--- src/rtl/eag_pkg.sv ---
package eag_pkg;
  localparam int MODE_W = 4;

  typedef enum logic [MODE_W-1:0] {
    AM_ZP     = 4'd0,
    AM_ZPX    = 4'd1,
    AM_ZPY    = 4'd2,
    AM_ABS    = 4'd3,
    AM_ABSX   = 4'd4,
    AM_ABSY   = 4'd5,
    AM_PREIX  = 4'd6,
    AM_POSTIY = 4'd7,
    AM_JIND   = 4'd8,
    AM_REL    = 4'd9
  } amode_e;

  typedef enum logic [1:0] {
    F_IDLE = 2'd0,
    F_LO   = 2'd1,
    F_HI   = 2'd2,
    F_FIN  = 2'd3
  } fstate_e;

  function automatic logic needs_fetch(input logic [MODE_W-1:0] m);
    return (m == AM_PREIX) || (m == AM_POSTIY) || (m == AM_JIND);
  endfunction

  function automatic logic uses_y(input logic [MODE_W-1:0] m);
    return (m == AM_ZPY) || (m == AM_ABSY);
  endfunction
endpackage

--- src/rtl/eag_index_add.sv ---
module eag_index_add #(
  parameter int DATA_W    = 8,
  parameter bit WRAP_PAGE = 1'b0
) (
  input  logic [2*DATA_W-1:0] base,
  input  logic [DATA_W-1:0]   idx,
  output logic [2*DATA_W-1:0] sum,
  output logic                crossed
);
  localparam int AW = 2 * DATA_W;

  generate
    if (WRAP_PAGE) begin : g_wrap
      // index stays inside the page of the base
      logic [DATA_W-1:0] low_sum;
      assign low_sum = base[DATA_W-1:0] + idx;
      assign sum     = {base[AW-1:DATA_W], low_sum};
      assign crossed = 1'b0;
    end else begin : g_full
      assign sum     = base + AW'(idx);
      assign crossed = (sum[AW-1:DATA_W] != base[AW-1:DATA_W]);
    end
  endgenerate
endmodule

--- src/rtl/eag_rel_target.sv ---
module eag_rel_target #(
  parameter int DATA_W = 8
) (
  input  logic [2*DATA_W-1:0] pc,
  input  logic [DATA_W-1:0]   off,
  input  logic                taken,
  output logic [2*DATA_W-1:0] dest,
  output logic [1:0]          extra
);
  localparam int AW = 2 * DATA_W;

  logic [AW-1:0] target;
  logic          far;

  assign target = pc + {{(AW-DATA_W){off[DATA_W-1]}}, off};
  assign far    = (target[AW-1:DATA_W] != pc[AW-1:DATA_W]);

  always_comb begin
    if (taken) begin
      dest  = target;
      extra = far ? 2'd2 : 2'd1;
    end else begin
      dest  = pc;
      extra = 2'd0;
    end
  end
endmodule

--- src/rtl/eag_ptr_fetch.sv ---
module eag_ptr_fetch
  import eag_pkg::*;
#(
  parameter int DATA_W = 8
) (
  input  logic                clk,
  input  logic                rst,
  input  logic                go,
  input  logic [2*DATA_W-1:0] ptr,
  output logic                busy,
  output logic                rd_req,
  output logic [2*DATA_W-1:0] rd_addr,
  input  logic [DATA_W-1:0]   rd_data,
  output logic                word_vld,
  output logic [2*DATA_W-1:0] word
);
  localparam int AW = 2 * DATA_W;

  fstate_e           state;
  logic [AW-1:0]     ptr_q;
  logic [DATA_W-1:0] lo_q;

  always_ff @(posedge clk) begin
    if (rst) begin
      state <= F_IDLE;
      ptr_q <= '0;
      lo_q  <= '0;
    end else begin
      case (state)
        F_IDLE: if (go) begin
          ptr_q <= ptr;
          state <= F_LO;
        end
        F_LO:   state <= F_HI;
        F_HI: begin
          lo_q  <= rd_data;
          state <= F_FIN;
        end
        default: state <= F_IDLE;
      endcase
    end
  end

  assign busy     = (state != F_IDLE);
  assign rd_req   = (state == F_LO) || (state == F_HI);
  assign rd_addr  = (state == F_HI) ? ptr_q + AW'(1) : ptr_q;
  assign word_vld = (state == F_FIN);
  assign word     = {rd_data, lo_q};

  // second byte address follows the first, wrapping at the top
  a_r6_hi_follows_lo: assert property (@(posedge clk) disable iff (rst)
    (rd_req && $past(rd_req)) |-> (rd_addr == $past(rd_addr) + AW'(1)));

  // reads come as exactly one low/high pair
  a_r8_read_pair: assert property (@(posedge clk) disable iff (rst)
    (rd_req && $past(rd_req)) |=> !rd_req);

  a_r8_read_starts_pair: assert property (@(posedge clk) disable iff (rst)
    $rose(rd_req) |=> rd_req);
endmodule

--- src/rtl/eag_core.sv ---
module eag_core
  import eag_pkg::*;
#(
  parameter int DATA_W = 8
) (
  input  logic                  clk,
  input  logic                  rst,
  input  logic                  start,
  input  logic [MODE_W-1:0]     mode,
  input  logic [DATA_W-1:0]     opnd_lo,
  input  logic [DATA_W-1:0]     opnd_hi,
  input  logic [DATA_W-1:0]     idx_x,
  input  logic [DATA_W-1:0]     idx_y,
  input  logic [2*DATA_W-1:0]   pc_next,
  input  logic                  pen_ok,
  input  logic                  br_taken,
  output logic                  rd_req,
  output logic [2*DATA_W-1:0]   rd_addr,
  input  logic [DATA_W-1:0]     rd_data,
  output logic                  busy,
  output logic                  done,
  output logic [2*DATA_W-1:0]   ea,
  output logic [1:0]            extra
);
  localparam int AW = 2 * DATA_W;

  logic              accept;
  logic [DATA_W-1:0] zp_idx, abs_idx;
  logic [AW-1:0]     zp_sum, abs_sum, ind_sum, rel_ea, f_ptr, f_word;
  logic              zp_cross, abs_cross, ind_cross;
  logic [1:0]        rel_extra;
  logic              f_busy, f_vld;
  logic [AW-1:0]     dir_ea;
  logic [1:0]        dir_extra;

  logic [MODE_W-1:0] mode_q;
  logic [DATA_W-1:0] y_q;
  logic              pen_q;

  assign accept  = start && !f_busy;
  assign busy    = f_busy;
  assign zp_idx  = (mode == AM_ZPY) ? idx_y : idx_x;
  assign abs_idx = uses_y(mode) ? idx_y : idx_x;

  eag_index_add #(.DATA_W(DATA_W), .WRAP_PAGE(1'b1)) u_zp_add (
    .base({{DATA_W{1'b0}}, opnd_lo}), .idx(zp_idx), .sum(zp_sum), .crossed(zp_cross)
  );

  eag_index_add #(.DATA_W(DATA_W), .WRAP_PAGE(1'b0)) u_abs_add (
    .base({opnd_hi, opnd_lo}), .idx(abs_idx), .sum(abs_sum), .crossed(abs_cross)
  );

  eag_index_add #(.DATA_W(DATA_W), .WRAP_PAGE(1'b0)) u_ind_add (
    .base(f_word), .idx(y_q), .sum(ind_sum), .crossed(ind_cross)
  );

  eag_rel_target #(.DATA_W(DATA_W)) u_rel (
    .pc(pc_next), .off(opnd_lo), .taken(br_taken), .dest(rel_ea), .extra(rel_extra)
  );

  always_comb begin
    case (mode)
      AM_PREIX:  f_ptr = zp_sum;
      AM_POSTIY: f_ptr = {{DATA_W{1'b0}}, opnd_lo};
      default:   f_ptr = {opnd_hi, opnd_lo};
    endcase
  end

  eag_ptr_fetch #(.DATA_W(DATA_W)) u_fetch (
    .clk(clk), .rst(rst), .go(accept && needs_fetch(mode)), .ptr(f_ptr),
    .busy(f_busy), .rd_req(rd_req), .rd_addr(rd_addr), .rd_data(rd_data),
    .word_vld(f_vld), .word(f_word)
  );

  always_comb begin
    dir_ea    = {opnd_hi, opnd_lo};
    dir_extra = 2'd0;
    case (mode)
      AM_ZP:            dir_ea = {{DATA_W{1'b0}}, opnd_lo};
      AM_ZPX, AM_ZPY:   dir_ea = zp_sum;
      AM_ABSX, AM_ABSY: begin
        dir_ea    = abs_sum;
        dir_extra = {1'b0, pen_ok && abs_cross};
      end
      AM_REL: begin
        dir_ea    = rel_ea;
        dir_extra = rel_extra;
      end
      default: ;
    endcase
  end

  always_ff @(posedge clk) begin
    if (rst) begin
      done   <= 1'b0;
      ea     <= '0;
      extra  <= 2'd0;
      mode_q <= '0;
      y_q    <= '0;
      pen_q  <= 1'b0;
    end else begin
      done <= 1'b0;
      if (accept) begin
        mode_q <= mode;
        y_q    <= idx_y;
        pen_q  <= pen_ok;
      end
      if (accept && !needs_fetch(mode)) begin
        ea    <= dir_ea;
        extra <= dir_extra;
        done  <= 1'b1;
      end else if (f_vld) begin
        if (mode_q == AM_POSTIY) begin
          ea    <= ind_sum;
          extra <= {1'b0, pen_q && ind_cross};
        end else begin
          ea    <= f_word;
          extra <= 2'd0;
        end
        done <= 1'b1;
      end
    end
  end

  // zero page results never leave page zero
  a_r1_zp_page: assert property (@(posedge clk) disable iff (rst)
    (done && (mode_q inside {AM_ZP, AM_ZPX, AM_ZPY})) |-> (ea[AW-1:DATA_W] == '0));

  // modes without a penalty report no extra cycles
  a_r11_no_penalty: assert property (@(posedge clk) disable iff (rst)
    (done && (mode_q inside {AM_ZP, AM_ZPX, AM_ZPY, AM_ABS, AM_PREIX, AM_JIND}))
      |-> (extra == 2'd0));

  // page-cross penalty is at most one cycle outside branches
  a_r3_one_cycle_max: assert property (@(posedge clk) disable iff (rst)
    (done && mode_q != AM_REL) |-> (extra <= 2'd1));

  // a request during a fetch leaves the latched mode alone
  a_r9_busy_ignores: assert property (@(posedge clk) disable iff (rst)
    (busy && start) |=> $stable(mode_q));

  // no reads outside a fetch
  a_r8_idle_quiet: assert property (@(posedge clk) disable iff (rst)
    !busy |-> !rd_req);

  // branch penalty never exceeds two cycles
  a_r7_branch_range: assert property (@(posedge clk) disable iff (rst)
    (done && mode_q == AM_REL) |-> (extra != 2'd3));
endmodule

--- config.mk ---
export PLATFORM = sky130hd
export DESIGN_NAME = eag_core
export DESIGN_NICKNAME = d
export VERILOG_FILES = /design/src/rtl/eag_pkg.sv /design/src/rtl/eag_index_add.sv /design/src/rtl/eag_rel_target.sv /design/src/rtl/eag_ptr_fetch.sv /design/src/rtl/eag_core.sv
export SDC_FILE = /design/constraint.sdc
export NUM_CORES = 1
export LEC_CHECK = 0
export BUFFER_PORTS_ARGS = -buffer_cell sky130_fd_sc_hd__buf_2
export CAP_MARGIN = 15
export CORE_MARGIN = 1
export CORE_UTILIZATION = 50
export CTS_CLUSTER_DIAMETER = 200
export DETAILED_ROUTE_END_ITERATION = 7
export GPL_TIMING_DRIVEN = 0
export MAX_ROUTING_LAYER = met4
export PLACE_DENSITY = 0.71
export SETUP_SLACK_MARGIN = 0.05
export SLEW_MARGIN = 40
export SYNTH_ARGS = -nofsm -noshare
export SYNTH_HDL_FRONTEND = slang
export SYNTH_SLANG_ARGS = --single-unit
--- constraint.sdc ---
create_clock -name clk -period 4.9 [get_ports clk]
set_clock_uncertainty 0.1 [all_clocks]
set_input_delay 0.98 -clock clk [delete_from_list [all_inputs] [get_ports clk]]
set_output_delay 0.98 -clock clk [all_outputs]
set_load 0.05 [all_outputs]
==> flow_summary.yaml <==
global_routing:
  busiest_layer: "met2"
  grt_antenna_before_repair: 0
  met3_usage_pct: 4.00
  grt_pass1_wl_um: 28300
  grt_usage_pct: 32.3
  use_met2_pct: 53.0
  grt_pass1_vias: 5527
  grtUsageMet1_pct: 41.1
  grt_overflow: 0
  grt_max_degree: 12
route:
  ant_nets: 0
  num_vias: 6002
  drc_errors: 0
  first_iter_violations: 530
  routedWlPerCell_um: 18.8
  routed_via_density: 6.07
  routed_wl_um: 18600
  drt_first_pass_iters: 5
clock_network:
  h-tree-depth: 3
  post-cts-setup-buffer-count: 0
  clkLatencyLatePin_ns: 0.33
  clock_sinks: 58
  clockBufferDepth: 2
  numCtsBuffers: 9
  cts_hold_buf: 0
  clk_pin_slew_ns: 0.06
  root_buffer: "clkbuf_16"
  cts_tree: "built"
  cts_resized: 0
timing:
  whs_ns: 0.363
  setup_viol: 0
  fin_ws_ns: 0.422
  slew_headroom_pct: 40.9
  fmax_mhz: 223
  report.final.slew_viol_count: 0
  worst_pin_slew_ns: 0.886
  final.min_clock_period_ns: 4.48
  hold_viol_final: 0
  final.period_utilization_pct: 91.4
  setup_tns_ns: 0
  rsz0062_at_grt: "no"
finish:
  layout_common_cells: "buf_2, nand2_1, a21oi_1"
  areaGrowthSynthToFinish_pct: 17.7
  post-route-util_pct: 61.2
  drive_above_1_share_pct: 19.9
  insertedDiodeCount: 0
  final_common_cell: "buf_2"
  nets: 956
  multi_input_area_um2: 4280
  fillers: 1017
  final_area_um2: 6720
  ff_latch_area_um2: 1160
  fin_cells: 988
power:
  clockPowerShare_pct: 31.7
  p_int_mw: 1.37
  power.total_mw: 2.30
  combinationalPowerShare_pct: 42.0
  power_density_nw_per_um2: 342
  swShare_pct: 40.4
  p_switching_mw: 0.929
  p_seq_share_pct: 26.3
  cellLeakagePower_nw: 2.82
  peakVddDrop_mv: 0.273
run_status:
  status: "complete, no violations"
placed_design:
  dp_hpwl_um: 14800
  placed_cells: 972
  place_ws_ns: -0.0362
  io_buffer_count: 98
  placed_area_um2: 6380
  gp_congestion: 0.995
synth:
  synthArstFlopShare_pct: 0
  ys_ff_latch: 58
  syn_area_um2: 5710
  seq_area_frac_synth_pct: 20.3
  yosys_warnings: 0
  ys.flop_type: "dfxtp_1"
  synth-edff-count: 0
  syn-num-nets: 847
  netlist_instances: 734
  synth_cell_types: 79
  syn_area_per_cell_um2: 7.78
critical_path:
  required_ns: 4.99
  cp_cell_sequence: "buf_2 -> buf_2 -> nand3b_1 -> a21oi_2 -> mux2_2 -> ha_1 -> and3_1 -> a221oi_1 -> o21ai_1 -> a21oi_1 -> nor3_1 -> xor2_1 -> a221oi_1 -> a211oi_1"
  r2r_setup_slack_ns: 2.22
  crit_type: "primary input to flip-flop"
  endpoint_kind: "flip-flop"
  critPathMaxStageDelay_ns: 0.46
  cp.arrival_ns: 4.57
  rr_worst_depth: 11
  worstReg2RegStart: "u_fetch.lo_q[0]$_SDFFE_PP0P_"
  cp_max_fo: 10
  startpoint_type: "primary input"
  cpMaxStageDelayCell: "a21oi_1"
  crit_family: "compound AO/OA/AOI/OAI gates"
  crit_buf_inv: 2
  r2r-end: "extra[0]$_SDFFE_PP0P_"
floorplan:
  coreArea_um2: 11000
  fp.dieArea_um2: 11900
  dieHeight_um: 109
  start_util_pct: 52.0
  io_pins: 102
  die_w_um: 109
  num_rows: 38
hold_path:
  hold-path-cell-count: 2
  whs_endpoint: "mode_q[3]$_SDFFE_PP0P_"
  min_from: "mode_q[3]$_SDFFE_PP0P_"
  hold_class: "flip-flop to flip-flop"
job:
  maxCapViolCount: 0
[sequential cells by signal, indices dropped and copies added (netlist names)]
signal         count
done               1
ea                16
extra              2
mode_q             4
pen_q              1
u_fetch.lo_q       8
u_fetch.ptr_q     16
u_fetch.state      2
y_q                8
[per-layer routing]
metal,vias up,part of all wire (%)
met3,32,5.5
met1,2846,45
met5,-,0
met4,0,1.9
li1,2901,-
met2,223,48
[power groups by stage]
| stage | Sequential [mW] | Clock, mW | Combinational [mW] |
|---|---|---|---|
| finish | 0.605 | 0.729 | 0.965 |
| global route | 0.612 | 0.756 | 1.04 |
| CTS | 0.604 | 0.735 | 0.956 |
| detailed placement | 0.614 | 0 | 0.949 |
| global placement | 0.611 | 0 | 0.933 |
| floorplan | 0.727 | 0 | 0.579 |
[layout make-up]
| class | instances | share of cell area [%] |
|---|---|---|
| flip-flops and latches | 58 | 17.3 |
| clock buffers | 9 | 3.35 |
| clock inverters | 7 | 1.73 |
| plain buffers | 37 | 2.94 |
| repair buffers | 98 | 7.30 |
| well taps | 140 | 2.61 |
| inverters | 21 | 1.17 |
| multi-input cells | 618 | 63.6 |
[tightest hold or removal path: cells and delay by family (launching register included)]
| family | cells | cell delay (ns) |
|---|---|---|
| DFF | 1 | 0.31 |
| and+or+nand+nor | 1 | 0.05 |
| AOI/OAI and AO/OA | 1 | 0.05 |
[cells by family (layout without fill, tap and decap cells)]
logic type | count (synthesis) | in the layout | share of synthesized area [%]
and+or+nand+nor | 261 | 261 | 21.9
DFF | 58 | 58 | 20.3
xor gates and xnor gates | 60 | 60 | 9.44
adders and majority gates | 48 | 48 | 11.0
buffers and inverters | 58 | 172 | 4.84
muxes | 40 | 40 | 7.52
AOI/OAI and AO/OA | 209 | 209 | 24.9
[worst max path at each step]
stage | depth (start not counted) | to | slack [ns] | startpoint
floorplan | 14 | ea[11]$_SDFFE_PP0P_ | 0.74 | mode[0]
global placement | 14 | ea[11]$_SDFFE_PP0P_ | -0.01 | mode[1]
detailed placement | 14 | ea[11]$_SDFFE_PP0P_ | -0.04 | mode[1]
CTS | 14 | ea[11]$_SDFFE_PP0P_ | 0.26 | mode[1]
global route | 14 | ea[11]$_SDFFE_PP0P_ | 0.20 | mode[1]
finish | 14 | ea[11]$_SDFFE_PP0P_ | 0.42 | mode[1]
[synth_stat cells (all sizes together) (10+ instances only)]
cell type,n,area [µm²]
buf,10,57.6
nand2,97,364
xor2,20,175
nor2b,11,68.8
nor2,57,219
a211oi,16,138
nor3,19,100
inv,21,78.8
nand3,26,130
clkbuf,26,108
mux2i,17,170
ha,44,551
dfxtp,58,1160
xnor2,39,342
mux2,23,259
o21ai,41,224
a311oi,12,111
a21oi,70,350
(Power assumes the default switching activity.)
